==> src/rtl/pwmgen_pkg.sv <==
package pwmgen_pkg;
  typedef enum logic {
    MODE_CMP    = 1'b0,
    MODE_STATIC = 1'b1
  } out_mode_e;
endpackage

==> src/rtl/pwmgen_counter.sv <==
module pwmgen_counter #(
  parameter int unsigned CNT_W = 16
) (
  input  logic             clk,
  input  logic             rst,
  input  logic             en_i,
  input  logic [CNT_W-1:0] top_i,
  output logic [CNT_W-1:0] cnt_o,
  output logic             run_o,
  output logic             load_o
);
  logic [CNT_W-1:0] cnt_q;
  logic             run_q;
  logic             at_top;

  assign at_top = (cnt_q == top_i);
  // New settings are taken while parked, on the first running clock, and at the top.
  assign load_o = !en_i || !run_q || at_top;

  always_ff @(posedge clk) begin
    if (rst) begin
      cnt_q <= '0;
      run_q <= 1'b0;
    end else begin
      run_q <= en_i;
      if (load_o) cnt_q <= '0;
      else        cnt_q <= cnt_q + 1'b1;
    end
  end

  assign cnt_o = cnt_q;
  assign run_o = run_q;

  // the count never passes the active top value.
  p_count_in_range_r1: assert property (@(posedge clk) disable iff (rst)
    run_q |-> (cnt_q <= top_i));

  // reaching the top while enabled returns to zero.
  p_top_wraps_r1: assert property (@(posedge clk) disable iff (rst)
    (run_q && en_i && at_top) |=> (cnt_q == '0));
endmodule

==> src/rtl/pwmgen_shadow.sv <==
module pwmgen_shadow
  import pwmgen_pkg::*;
#(
  parameter int unsigned CNT_W = 16
) (
  input  logic             clk,
  input  logic             rst,
  input  logic             load_i,
  input  logic [CNT_W-1:0] top_i,
  input  logic [CNT_W-1:0] thresh_i,
  input  out_mode_e        mode_i,
  input  logic             level_i,
  output logic [CNT_W-1:0] act_top_o,
  output logic [CNT_W-1:0] act_thresh_o,
  output out_mode_e        act_mode_o,
  output logic             level_o
);
  logic [CNT_W-1:0] sh_top, sh_thresh;
  out_mode_e        sh_mode;
  logic             sh_level;

  always_ff @(posedge clk) begin
    if (rst) begin
      sh_top    <= '0;
      sh_thresh <= '0;
      sh_mode   <= MODE_CMP;
      sh_level  <= 1'b0;
    end else begin
      sh_top    <= top_i;
      sh_thresh <= thresh_i;
      sh_mode   <= mode_i;
      sh_level  <= level_i;
    end
  end

  always_ff @(posedge clk) begin
    if (rst) begin
      act_top_o    <= '0;
      act_thresh_o <= '0;
      act_mode_o   <= MODE_CMP;
    end else if (load_i) begin
      act_top_o    <= sh_top;
      act_thresh_o <= sh_thresh;
      act_mode_o   <= sh_mode;
    end
  end

  assign level_o = sh_level;

  // active settings only move on a load from the counter.
  p_active_hold_r7: assert property (@(posedge clk) disable iff (rst)
    !load_i |=> ($stable(act_top_o) && $stable(act_thresh_o) && $stable(act_mode_o)));
endmodule

==> src/rtl/pwmgen_outstage.sv <==
module pwmgen_outstage
  import pwmgen_pkg::*;
#(
  parameter int unsigned CNT_W = 16
) (
  input  logic             clk,
  input  logic             rst,
  input  logic             run_i,
  input  logic [CNT_W-1:0] cnt_i,
  input  logic [CNT_W-1:0] top_i,
  input  logic [CNT_W-1:0] thresh_i,
  input  out_mode_e        mode_i,
  input  logic             level_i,
  output logic             pwm_o,
  output logic             cyc_start_o,
  output logic             fall_o
);
  logic cmp_level;
  logic hit;

  // High below the threshold; the top clock is always low in compare mode.
  always_comb begin
    cmp_level = (cnt_i < thresh_i) && (cnt_i < top_i);
    hit       = run_i && (cnt_i == thresh_i) && (thresh_i <= top_i);
  end

  always_ff @(posedge clk) begin
    if (rst) begin
      pwm_o       <= 1'b0;
      cyc_start_o <= 1'b0;
      fall_o      <= 1'b0;
    end else begin
      cyc_start_o <= run_i && (cnt_i == '0);
      fall_o      <= hit;
      if (!run_i || mode_i == MODE_STATIC) pwm_o <= level_i;
      else                                 pwm_o <= cmp_level;
    end
  end

  // static mode copies the level bit.
  p_static_follows_r5: assert property (@(posedge clk) disable iff (rst)
    (run_i && mode_i == MODE_STATIC) |=> (pwm_o == $past(level_i)));

  // zero threshold never raises the pin.
  p_zero_thresh_low_r3: assert property (@(posedge clk) disable iff (rst)
    (run_i && mode_i == MODE_CMP && thresh_i == '0) |=> !pwm_o);

  // the top clock of a compare cycle is low.
  p_top_clock_low_r4: assert property (@(posedge clk) disable iff (rst)
    (run_i && mode_i == MODE_CMP && cnt_i == top_i) |=> !pwm_o);

  // no events while parked.
  p_idle_quiet_r6: assert property (@(posedge clk) disable iff (rst)
    !run_i |=> (!cyc_start_o && !fall_o));
endmodule

==> src/rtl/pwmgen_top.sv <==
module pwmgen_top
  import pwmgen_pkg::*;
#(
  parameter int unsigned CNT_W = 16
) (
  input  logic             clk,
  input  logic             rst,
  input  logic             en_i,
  input  logic [CNT_W-1:0] top_i,
  input  logic [CNT_W-1:0] thresh_i,
  input  logic             mode_i,
  input  logic             level_i,
  output logic             pwm_o,
  output logic             cyc_start_o,
  output logic             fall_o
);
  logic [CNT_W-1:0] cnt;
  logic             run;
  logic             load;
  logic [CNT_W-1:0] act_top, act_thresh;
  out_mode_e        act_mode;
  logic             sh_level;

  pwmgen_counter #(.CNT_W(CNT_W)) u_cnt (
    .clk    (clk),
    .rst    (rst),
    .en_i   (en_i),
    .top_i  (act_top),
    .cnt_o  (cnt),
    .run_o  (run),
    .load_o (load)
  );

  pwmgen_shadow #(.CNT_W(CNT_W)) u_shadow (
    .clk          (clk),
    .rst          (rst),
    .load_i       (load),
    .top_i        (top_i),
    .thresh_i     (thresh_i),
    .mode_i       (out_mode_e'(mode_i)),
    .level_i      (level_i),
    .act_top_o    (act_top),
    .act_thresh_o (act_thresh),
    .act_mode_o   (act_mode),
    .level_o      (sh_level)
  );

  pwmgen_outstage #(.CNT_W(CNT_W)) u_out (
    .clk         (clk),
    .rst         (rst),
    .run_i       (run),
    .cnt_i       (cnt),
    .top_i       (act_top),
    .thresh_i    (act_thresh),
    .mode_i      (act_mode),
    .level_i     (sh_level),
    .pwm_o       (pwm_o),
    .cyc_start_o (cyc_start_o),
    .fall_o      (fall_o)
  );
endmodule

==> config.mk <==
export PLATFORM = sky130hd
export DESIGN_NAME = pwmgen_top
export DESIGN_NICKNAME = d
export VERILOG_FILES = /design/src/rtl/pwmgen_pkg.sv /design/src/rtl/pwmgen_counter.sv /design/src/rtl/pwmgen_shadow.sv /design/src/rtl/pwmgen_outstage.sv /design/src/rtl/pwmgen_top.sv
export SDC_FILE = /design/constraint.sdc
export NUM_CORES = 1
export LEC_CHECK = 0
export BUFFER_PORTS_ARGS = -buffer_cell sky130_fd_sc_hd__buf_2
export CAP_MARGIN = 20
export CORE_ASPECT_RATIO = 1.2
export CORE_MARGIN = 8
export CORE_UTILIZATION = 55
export DETAILED_ROUTE_END_ITERATION = 12
export GPL_TIMING_DRIVEN = 0
export PLACE_DENSITY_LB_ADDON = 0.12
export SYNTH_ARGS = -nofsm -noshare
export SYNTH_HDL_FRONTEND = slang
export SYNTH_SLANG_ARGS = --single-unit
==> constraint.sdc <==
create_clock -name clk -period 5.3 [get_ports clk]
set_input_delay 0 -clock clk [delete_from_list [all_inputs] [get_ports clk]]
set_output_delay 0 -clock clk [all_outputs]
set_load 0.1 [all_outputs]
==> run summary, run 1 <==
LEAKAGE - 2.037 nW
Fin. Hold Viols - 0
DPL Wire Length - 6.618 mm
Endpoint class of the critical path - flip-flop
Tmin final - 2.269 ns
Run status - finished, final reports clean
Rel. slew slack - 61.95%
CTS Sinks - 87
Avg Synthesized Cell Area - 8.958 um2
GRT Util Overall - 18.39%
Netlist Area Pre-Place - 4049 um2
Final period util - 42.81%
Delay of the slowest critical-path stage - 0.48 ns
Simple-gate share of the synthesized area - 21.79%
Vias in the first global route - 3270
Fin area - 4876 um2
Count of state elements after synthesis - 87
RSZ-0062 raised after global routing - false
Syn_nets - 539
Syn. warnings - 0
Post-synth EDFFs - 0
Max clock buf depth - 2
Power Density - 262.4 nW/um2
Place WS - 3.041 ns
Synth Area in XOR/XNOR - 3.028%
Setup ws final - 3.031 ns
Dpl cell area - 4352 um2
Total buffers and inverters traversed by the critical path - 1
Initial antenna violation count - 0
Maximum number of pins on one net before global-route repair - 17
Worst path slowest cell - o311ai_4
Area share of fa/ha/maj cells after synthesis - 15.45%
Final Slew Violations - 0
Tot Pwr - 0.001279 W
CTS clk-pin slew, worst paths - 0.09 ns
Row cnt - 34
Number of remaining DRC errors - 0
First-pass GRT wire length - 15.08 mm
Multi-input gate area - 2088 um2
Ant. Diodes - 0
Post-synthesis compound-gate area fraction - 11.31%
Post-synth ARST share - 0%
Tightest Pin Transition - 0.5707 ns
CTS buffer count - 9
Vias/cell - 5.173
Post-DRT Antenna Nets - 0
Library cells used by synthesis - 37
Max-Cap Viols - 0
Worst vdd ir - 191.3 uV
Routed vias - 3259
Fill cells - 585
Post-CTS Setup Bufs - 0
Detailed Route WL - 8.788 mm
Largest family of logic cells by synthesized area - simple AND/OR/NAND/NOR gates
Register area - 1742 um2
Die X - 94.33 um
Clock tree root buffer cell - clkbuf_8
Syn-to-layout area delta - 20.43%
Skew final - 0.009857 ns
Post-cts resize count - 0
Sequential element share of the synthesized area - 43.02%
Setup Crit Path Kind - flip-flop to flip-flop
Top Ports - 40
Initial DRC count - 126
First drt pass iteration count - 4
Worst skew pair latency - 0.36 ns
WL per Instance - 13.95 um
Die Ht - 110.0 um
GR Overflow Total - 0
Initial Utilization - 56.32%
Syn Inst Count - 452
# setup viols final - 0
Top FF cell, synth - dfxtp_1
Fmax achieved - 0.4408 GHz
GPL Wtd Cong - 0.8299
# nets final - 623
Maximum fanout along the worst path - 10
Worst EP arrival - 2.52 ns
Core area - 7189 um2
Critical-path cell list - ha_1 -> nand3_1 -> or3_4 -> o311ai_4 -> buf_2 -> nor2_1
Crit path launch type - flip-flop
Die area - 10370 um2
Hold Crit Class - primary input to flip-flop
H-tree Lvls - 3
Fraction of layout cells with a size suffix above 1 - 12.59%
Required time of the critical path - 5.55 ns
Clock tree from TritonCTS - done
Port bufs - 38
Multiplexer area fraction after synthesis - 0%
Setup TNS - 0 ns
Crit path max-delay family - simple AND/OR/NAND/NOR gates
layout make-up:
| class | count | share of cell area [%] |
|---|---|---|
| multi-input cells | 314 | 42.83 |
| inverters | 36 | 2.771 |
| clock inverters | 6 | 1.026 |
| clock buffers | 9 | 2.540 |
| well taps | 90 | 2.309 |
| flip-flops and latches | 87 | 35.72 |
| plain buffers | 15 | 1.719 |
| repair buffers | 73 | 11.09 |
path summary, 6_finish.rpt:
check	startpoint	to	slack (ns)	cells past startpoint
worst max register to register	u_cnt.cnt_o[13]	u_cnt.cnt_o[12]	3.03	6
worst min register to register	u_shadow.sh_top[12]	u_shadow.act_top_o[12]	0.43	2
worst max-delay path	u_cnt.cnt_o[13]	u_cnt.cnt_o[12]	3.03	6
worst min-delay path	rst	u_shadow.sh_top[13]	0.20	3
flip-flops by register name (all words and copies together), names as in the netlist:
name / cells
u_cnt.cnt_o: 16
u_shadow.act_thresh_o: 16
u_shadow.act_top_o: 16
u_shadow.sh_thresh: 16
u_shadow.sh_top: 16
u_cnt.run_o: 1
u_out.cyc_start_o: 1
u_out.fall_o: 1
u_out.pwm_o: 1
u_shadow.act_mode_o: 1
u_shadow.level_o: 1
u_shadow.sh_mode: 1
repair_timing:
action                                  CTS  global route
hold buffers                             35             0
hold endpoints to repair                 37             0
endpoints found under the setup margin    0             0
layer usage:
layer	global-route usage [%]	routed length (um)	share of wire [%]	vias up
met3	4.675	335	3.8	13
met5	0	0	0	-
met1	22.27	4046	46	1518
li1	-	-	-	1685
met2	30.65	4253	48	43
met4	6.924	153	1.7	0
worst register-to-register path, stage by stage (launching register included):
cell	delay [ns]
dfxtp_1	0.40
ha_1	0.36
nand3_1	0.11
or3_4	0.43
o311ai_4	0.48
buf_2	0.31
nor2_1	0.08
cells by family (layout without fill, tap and decap cells):
group	after synthesis	after routing
AND/OR/NAND/NOR	181	181
flip-flops	87	87
AO/OA/AOI/OAI	69	69
buffers and inverters	51	139
adder cells (fa/ha/maj)	50	50
XOR/XNOR	14	14
Yosys cell counts (3+ instances only):
library cell | n | share of area, %
inv_1 | 36 | 3.3
nor3_1 | 3 | 0.37
dfxtp_1 | 87 | 43
a21oi_1 | 45 | 5.6
buf_6 | 3 | 0.83
nor4_1 | 3 | 0.46
nor2_1 | 22 | 2.0
nor2b_1 | 38 | 5.9
and4_1 | 4 | 0.87
clkbuf_1 | 8 | 0.74
ha_1 | 50 | 15
a21o_1 | 3 | 0.56
buf_2 | 4 | 0.49
a21oi_2 | 5 | 1.1
nand3_1 | 12 | 1.5
xor2_1 | 10 | 2.2
and3_1 | 4 | 0.62
nand4_1 | 12 | 1.9
nand2_1 | 78 | 7.2
xnor2_1 | 4 | 0.87
metrics by stage:
step / cells / utilization, % / hold WS, ns
6_report: 630 / 67.82 / 0.1976
3_3_place_gp: 580 / 60.53 / 0.2070
3_5_place_dp: 580 / 60.53 / 0.2117
5_1_grt: 630 / 67.82 / 0.2552
4_1_cts: 630 / 67.82 / 0.1915
2_1_floorplan: 452 / - / 0.1282
cell usage in the layout (no fill, tap or decap), types with 2 or more instances in the layout:
| cell | netlist | layout |
|---|---|---|
| nor2_1 | 22 | 22 |
| dfxtp_1 | 87 | 87 |
| dlygate4sd3_1 | 0 | 35 |
| a221oi_1 | 2 | 2 |
| buf_6 | 3 | 3 |
| o211ai_1 | 2 | 2 |
| nor3_1 | 3 | 3 |
| clkbuf_8 | 0 | 9 |
| clkbuf_1 | 8 | 8 |
| buf_2 | 4 | 42 |
| nand4_1 | 12 | 12 |
| inv_1 | 36 | 36 |
| a21o_1 | 3 | 3 |
| nor2b_1 | 38 | 38 |
| nand2_1 | 78 | 78 |
| clkinvlp_4 | 0 | 2 |
| o21ai_0 | 2 | 2 |
| a21oi_1 | 45 | 45 |
| and3_1 | 4 | 4 |
| a21oi_2 | 5 | 5 |
| xor2_1 | 10 | 10 |
| ha_1 | 50 | 50 |
| and4_1 | 4 | 4 |
| nor4_1 | 3 | 3 |
| xnor2_1 | 4 | 4 |
| inv_6 | 0 | 4 |
| o311ai_4 | 2 | 2 |
| nand3_1 | 12 | 12 |
report_power, final:
| part | switching [W] | internal [W] | total [W] | leakage (nW) |
|---|---|---|---|---|
| logic | 0.0000839 | 0.0000750 | 0.000159 | 1.24 |
| clock network | 0.000251 | 0.000174 | 0.000425 | 0.0831 |
| registers | 0.0000145 | 0.000680 | 0.000695 | 0.716 |
Note: power is estimated with default switching activity, not from simulation.
==> run 2: changes to the inputs <==
--- a/config.mk
+++ b/config.mk
@@ -5,11 +5,12 @@
 export SDC_FILE = /design/constraint.sdc
 export NUM_CORES = 1
 export LEC_CHECK = 0
+export ABC_AREA = 1
 export BUFFER_PORTS_ARGS = -buffer_cell sky130_fd_sc_hd__buf_2
 export CAP_MARGIN = 20
 export CORE_ASPECT_RATIO = 1.2
 export CORE_MARGIN = 8
-export CORE_UTILIZATION = 55
+export CORE_UTILIZATION = 54
 export DETAILED_ROUTE_END_ITERATION = 12
 export GPL_TIMING_DRIVEN = 0
 export PLACE_DENSITY_LB_ADDON = 0.12
==> constraint.sdc (replaced) <==
create_clock -name clk -period 2 [get_ports clk]
set_input_delay 0 -clock clk [delete_from_list [all_inputs] [get_ports clk]]
set_output_delay 0 -clock clk [all_outputs]
set_load 0.1 [all_outputs]
==> run 2 against run 1 <==
Compared with the run above: sequential share of layout area fell by 2.5 points; count of clock-buffer cells in the layout rose by 2; critical path depth rose by 4; global-route usage rose by 0.80 points; hold slack improved by 0.17 ns; clock power rose to 2.8 times the previous value; highest routed layer unchanged; core utilization fell by 2.3 points; register-to-register slack got worse by 2.9 ns.
==> run summary, run 2 <==
Run status - finished, final reports clean
# nets final - 765 (+23%)
Crit path max-delay family - simple AND/OR/NAND/NOR gates
Syn_nets - 679 (+26%)
Place WS - 0.09496 ns (-2.946 ns)
Critical-path cell list - inv_1 -> ha_1 -> nand2_1 -> inv_2 -> nand3_1 -> nor3_4 -> a21oi_4 -> nand2_2 -> clkbuf_4 -> nor2_1
Syn. warnings - 0 (unchanged)
Ranking of synthesized cells by area - dfxtp_1 (40%), ha_1 (14%), nand2_1 (11%), nor2_1 (9.2%), inv_1 (8.2%)
Detailed Route WL - 9.826 mm (+12%)
Tmin final - 1.867 ns (-0.4013 ns)
Endpoint class of the critical path - flip-flop
GPL Wtd Cong - 0.8077 (-2.7%)
Netlist Area Pre-Place - 4385 um2 (+8.3%)
Delay of the slowest critical-path stage - 0.32 ns (-0.16 ns)
Setup ws final - 0.1325 ns (-2.899 ns)
Die area - 11270 um2 (+8.7%)
Avg Synthesized Cell Area - 7.408 um2 (-17%)
Skew final - 0.009664 ns (-0.0001935 ns)
Clock tree root buffer cell - clkbuf_8
Max clock buf depth - 2 (unchanged)
Port bufs - 39 (+2.6%)
Core area - 8018 um2 (+12%)
Post-synth top area cell - dfxtp_1
GR Overflow Total - 0 (unchanged)
Vias/cell - 4.749 (-8.2%)
Worst vdd ir - 610.4 uV (+220%)
Max-Cap Viols - 0 (unchanged)
Synth cell count leaders - nand2_1 (124), nor2_1 (107), inv_1 (96), dfxtp_1 (87), ha_1 (50)
Worst path slowest cell - dfxtp_1
Die X - 98.27 um (+4.2%)
Setup Crit Path Kind - flip-flop to flip-flop
Syn Inst Count - 592 (+31%)
RSZ-0062 raised after global routing - false
GRT Util Overall - 19.19% (+0.80 points)
Net Switching - 0.001005 W (+190%)
Initial Utilization - 54.70% (-1.6 points)
CTS Sinks - 87 (unchanged)
CP Depth - 10 (+4)
Worst Setup EP - u_cnt.cnt_o[14]
Maximum fanout along the worst path - 10 (unchanged)
Fmax achieved - 0.5355 GHz (+21%)
Gate power share - 15.1% (+2.7 points)
Initial DRC count - 136 (+7.9%)
LEAKAGE - 2.588 nW (+27%)
R2R depth - 10 (+4)
Ant. Diodes - 0 (unchanged)
R2R Path Start - u_shadow.act_top_o[11]
# setup viols final - 0 (unchanged)
First-pass GRT wire length - 17.16 mm (+14%)
Commonest non-fill, non-tap cells in the layout - nand2_1 (124), nor2_1 (107), inv_1 (96)
Fin. Hold Viols - 0 (unchanged)
Hold Crit Class - primary input to flip-flop
CTS clk-pin slew, worst paths - 0.09 ns (about the same)
DPL Wire Length - 7.152 mm (+8.1%)
Commonest non-fill, non-tap cell in the layout - nand2_1
First drt pass iteration count - 4 (unchanged)
Routed vias - 3695 (+13%)
Total buffers and inverters traversed by the critical path - 3 (+2)
Vias in the first global route - 3763 (+15%)
Setup TNS - 0 ns (unchanged)
Final Slew Violations - 0 (unchanged)
Int Pwr - 0.002573 W (+180%)
Most common cell in the netlist - nand2_1
CP Launch Point - u_shadow.act_top_o[11]
Reg power frac - 51.5% (-2.8 points)
H-tree Lvls - 3 (unchanged)
Die Ht - 114.7 um (+4.3%)
Fill cells - 697 (+19%)
Tightest Pin Transition - 0.5280 ns (-0.04269 ns)
Required time of the critical path - 2.27 ns (-3.28 ns)
Library cells used by synthesis - 30 (-19%)
Count of state elements after synthesis - 87 (unchanged)
Top-area cell type share of the netlist area - 39.71% (-3.3 points)
Clock share of power - 33.4% (about the same)
Post-CTS Setup Bufs - 0 (unchanged)
Worst skew pair latency - 0.37 ns (about the same)
Number of remaining DRC errors - 0 (unchanged)
Syn-to-layout area delta - 19.86%
Post-synth ARST share - 0% (unchanged)
WL per Instance - 12.63 um (-9.5%)
Critical hold path startpoint - top_i[9]
Row cnt - 36 (+5.9%)
CTS buffer count - 9 (unchanged)
Fraction of layout cells with a size suffix above 1 - 15.08% (+2.5 points)
Top FF cell, synth - dfxtp_1
Crit path launch type - flip-flop
Post-synth EDFFs - 0 (unchanged)
Sw Share - 28.08% (+0.75 points)
Sequential element share of the synthesized area - 39.71% (-3.3 points)
Top Ports - 40 (unchanged)
Clock tree from TritonCTS - done
Initial antenna violation count - 0 (unchanged)
Rel. slew slack - 64.80% (+2.8 points)
Post-DRT Antenna Nets - 0 (unchanged)
Worst r2r dst - u_cnt.cnt_o[14]
Worst EP arrival - 2.14 ns (-0.38 ns)
R2R setup slack - 0.13 ns (-2.90 ns)
Maximum number of pins on one net before global-route repair - 16 (-1)
Power Density - 680.7 nW/um2 (+160%)
Final period util - 93.37% (+51 points)
[run 2: power groups by stage]
stage                     Combinational (W)  Clock, W  Sequential (W)
final                              0.000540   0.00119         0.00184
after floorplan                    0.000335         0         0.00190
after global placement             0.000464         0         0.00188
after CTS                          0.000538   0.00122         0.00184
after detailed placement           0.000479         0         0.00189
after global routing               0.000616   0.00130         0.00185
[run 2: worst min-delay path by stage]
| stage | cells past startpoint | end | slack [ns] |
|---|---|---|---|
| after detailed placement | 3 | u_shadow.sh_thresh[15] | 0.21 |
| after floorplan | 2 | u_cnt.run_o | 0.11 |
| after CTS | 4 | u_shadow.sh_top[11] | 0.34 |
| final | 4 | u_shadow.sh_top[9] | 0.36 |
| after global routing | 4 | u_shadow.sh_top[4] | 0.38 |
| after global placement | 3 | u_shadow.sh_top[1] | 0.20 |
[run 2: metrics by stage]
stage / total power, W / util [%] / hold slack, ns / std cells / instance area [um2]
after global routing: 0.003769 / 65.56 / 0.3798 / 778 / 5256
after detailed placement: 0.002364 / 58.61 / 0.2068 / 726 / 4700
after floorplan: 0.002230 / - / 0.1070 / 592 / 4385
after global placement: 0.002347 / 58.61 / 0.1989 / 726 / 4700
after CTS: 0.003605 / 65.50 / 0.3360 / 778 / 5251
final: 0.003578 / 65.56 / 0.3632 / 778 / 5256
[run 2: worst register-to-register path, cell delays in order, from the launching register on]
cell and delay [ns]:
dfxtp_1 0.32, inv_1 0.09, ha_1 0.31, nand2_1 0.06
inv_2 0.05, nand3_1 0.13, nor3_4 0.21, a21oi_4 0.11
nand2_2 0.16, clkbuf_4 0.26, nor2_1 0.07
[run 2: layout make-up]
cell class / count / area, um2 / share of cell area [%]
Clock inverter: 5 / 40.04 / 0.7617
Multi-Input combinational cell: 390 / 2176 / 41.39
Timing Repair Buffer: 75 / 555.5 / 10.57
Sequential cell: 87 / 1744 / 33.18
Inverter: 99 / 371.6 / 7.070
Buffer: 16 / 98.84 / 1.881
Tap cell: 95 / 118.9 / 2.261
Clock buffer: 11 / 151.4 / 2.880
[run 2: metal layers]
| layer | part of all wire (%) | wire length [um] | vias up | track usage, % |
|---|---|---|---|---|
| li1 | - | - | 1983 | - |
| met3 | 4.2 | 413 | 16 | 3.589 |
| met4 | 2.1 | 210 | 0 | 9.333 |
| met5 | 0 | 0 | - | 0 |
| met1 | 45 | 4404 | 1617 | 21.73 |
| met2 | 49 | 4797 | 79 | 34.08 |
[run 2: cell families after synthesis]
logic type,share of synthesized area [%]
buffers and inverters,10.67
xor gates and xnor gates,0.9988
DFF,39.71
adders and majority gates,14.27
and+or+nand+nor,29.99
AOI/OAI and AO/OA,4.365
[run 2: repair_timing]
action | 4_1_cts | 5_1_grt
hold endpoints to repair | 36 | 0
setup endpoints to repair | 0 | 23
hold buffers | 36 | 0
gates resized for setup | 0 | 3
==> run 3: changes to the inputs <==
--- a/config.mk
+++ b/config.mk
@@ -13,7 +13,7 @@
 export CORE_UTILIZATION = 54
 export DETAILED_ROUTE_END_ITERATION = 12
 export GPL_TIMING_DRIVEN = 0
-export PLACE_DENSITY_LB_ADDON = 0.12
+export PLACE_DENSITY_LB_ADDON = 0.3
 export SYNTH_ARGS = -nofsm -noshare
 export SYNTH_HDL_FRONTEND = slang
 export SYNTH_SLANG_ARGS = --single-unit
==> run 3 against run 2 <==
Compared with the run above: critical path depth did not move; count of clock-buffer cells in the layout is 1 higher; cell count stayed put; largest power group unchanged; highest routed layer unchanged.
==> run summary, run 3 (synthesized netlist as in run 2, its figures left out) <==
Run status - finished, final reports clean
Hold Crit Class - primary input to flip-flop
Core area - 8018 um2 (unchanged)
Most used cell, CP - buf_6
CTS clk-pin slew, worst paths - 0.08 ns (about the same)
CTS Sinks - 87 (unchanged)
WL per Instance - 12.72 um (+0.73%)
Skew final - 0.006294 ns (-0.003370 ns)
LEAKAGE - 2.584 nW (-0.16%)
Ant. Diodes - 0 (unchanged)
Row cnt - 36 (unchanged)
Vias in the first global route - 3875 (+3.0%)
Commonest non-fill, non-tap cells in the layout - nand2_1 (124), nor2_1 (107), inv_1 (96)
Fill cells - 688 (-1.3%)
Crit path launch type - flip-flop
Worst EP arrival - 2.15 ns (about the same)
Clock tree root buffer cell - clkbuf_8
Fraction of layout cells with a size suffix above 1 - 14.64% (-0.44 points)
Rel. slew slack - 65.17% (+0.38 points)
First-pass GRT wire length - 17.15 mm (about the same)
Power Density - 689.1 nW/um2 (+1.2%)
Int Pwr - 0.002659 W (+3.3%)
Port bufs - 39 (unchanged)
Clock share of power - 34.1% (+0.7 points)
Max clock buf depth - 2 (unchanged)
GR Overflow Total - 0 (unchanged)
Detailed Route WL - 9.898 mm (+0.73%)
Syn-to-layout area delta - 20.03%
Reg power frac - 50.8% (-0.7 points)
Crit path max-delay family - flip-flops
Fin area - 5264 um2 (+0.14%)
# nets final - 765 (unchanged)
Tmin final - 1.853 ns (-0.01400 ns)
Worst vdd ir - 563.8 uV (-7.6%)
# setup viols final - 0 (unchanged)
Post-CTS Setup Bufs - 0 (unchanged)
Sw Share - 26.68% (-1.4 points)
Net Switching - 0.0009679 W (-3.7%)
Worst path slowest cell - dfxtp_1
Maximum fanout along the worst path - 10 (unchanged)
Clock tree from TritonCTS - done
Total buffers and inverters traversed by the critical path - 3 (unchanged)
Critical-path cell list - ha_1 -> nand2_1 -> inv_2 -> nand3_1 -> nor3_2 -> a21oi_4 -> buf_6 -> buf_6 -> nor2_2 -> nor2_1
Max-Cap Viols - 0 (unchanged)
CTS buffer count - 9 (unchanged)
Setup Crit Path Kind - flip-flop to flip-flop
H-tree Lvls - 3 (unchanged)
Fmax achieved - 0.5395 GHz (+0.76%)
Die X - 98.27 um (unchanged)
Die area - 11270 um2 (unchanged)
Die Ht - 114.7 um (unchanged)
Delay of the slowest critical-path stage - 0.49 ns (+0.17 ns)
Commonest non-fill, non-tap cell in the layout - nand2_1
Initial antenna violation count - 0 (unchanged)
Initial Utilization - 54.70% (unchanged)
Setup TNS - 0 ns (unchanged)
Vias/cell - 4.810 (+1.3%)
Gate power share - 15.0% (about the same)
Endpoint class of the critical path - flip-flop
Dpl cell area - 4700 um2 (unchanged)
Required time of the critical path - 2.30 ns (+0.03 ns)
Worst skew pair latency - 0.37 ns (about the same)
Post-DRT Antenna Nets - 0 (unchanged)
GRT Util Overall - 19.09% (-0.10 points)
Fin. Hold Viols - 0 (unchanged)
First drt pass iteration count - 4 (unchanged)
Top Ports - 40 (unchanged)
Final period util - 92.67% (-0.70 points)
Hold_ws - 0.3618 ns (-0.001429 ns)
Maximum number of pins on one net before global-route repair - 15 (-1)
Routed vias - 3742 (+1.3%)
Tightest Pin Transition - 0.5224 ns (-0.005632 ns)
DPL Wire Length - 7.166 mm (+0.19%)
Final Slew Violations - 0 (unchanged)
RSZ-0062 raised after global routing - false
Number of remaining DRC errors - 0 (unchanged)
GPL Wtd Cong - 0.8382 (+3.8%)
Initial DRC count - 157 (+15%)
run 3: metrics by stage:
stage	worst slack [ns]	utilization [%]	instances	total power, W
6_report	0.1465	65.65	778	0.003627
3_3_place_gp	0.1650	58.61	726	0.002344
3_5_place_dp	0.1331	58.61	726	0.002367
2_1_floorplan	0.3993	-	592	0.002230
4_1_cts	0.1083	65.61	778	0.003638
5_1_grt	0.00001132	65.65	778	0.003818
run 3: per-layer routing:
metal  wire [um]  global-route usage (%)  up-vias
met5           0                       0        -
met4         276                   10.36        0
met3         421                   3.710       20
met2        4960                   34.72       75
met1        4239                   20.49     1660
li1            -                       -     1987
run 3: tightest hold or removal path: cells and delay by family:
family        cells  cell delay [ns]
simple gates      1             0.06
buf+inv           3             0.63
run 3: final timing paths:
path / slack [ns] / startpoint / end / cells past startpoint
max: 0.15 / u_cnt.cnt_o[3] / u_shadow.act_top_o[3] / 10
min: 0.36 / thresh_i[2] / u_shadow.sh_thresh[2] / 4
max reg2reg: 0.15 / u_cnt.cnt_o[3] / u_shadow.act_top_o[3] / 10
min reg2reg: 0.46 / u_shadow.sh_thresh[8] / u_shadow.act_thresh_o[8] / 2
run 3: area by class of cell:
cell class	count	area, um2	share of cell area (%)
multi-input combinational	390	2176	41.34
clock buffer	12	145.1	2.757
inverter	99	371.6	7.060
sequential	87	1743	33.11
buffer	16	98.84	1.878
timing repair buffer	75	555.5	10.55
tap	95	118.9	2.258
clock inverter	4	55.05	1.046
run 3: repair_timing:
action	4_1_cts	5_1_grt
hold buffers	36	0
setup endpoints to repair	0	40
hold endpoints to repair	36	0
resized for setup	0	2
run 3: power groups by stage:
| stage | Sequential, W | Combinational (W) | Clock (W) |
|---|---|---|---|
| 3_3_place_gp | 0.00188 | 0.000462 | 0 |
| 4_1_cts | 0.00184 | 0.000541 | 0.00125 |
| 5_1_grt | 0.00185 | 0.000627 | 0.00134 |
| 3_5_place_dp | 0.00188 | 0.000482 | 0 |
| 2_1_floorplan | 0.00190 | 0.000335 | 0 |
| 6_report | 0.00184 | 0.000546 | 0.00124 |
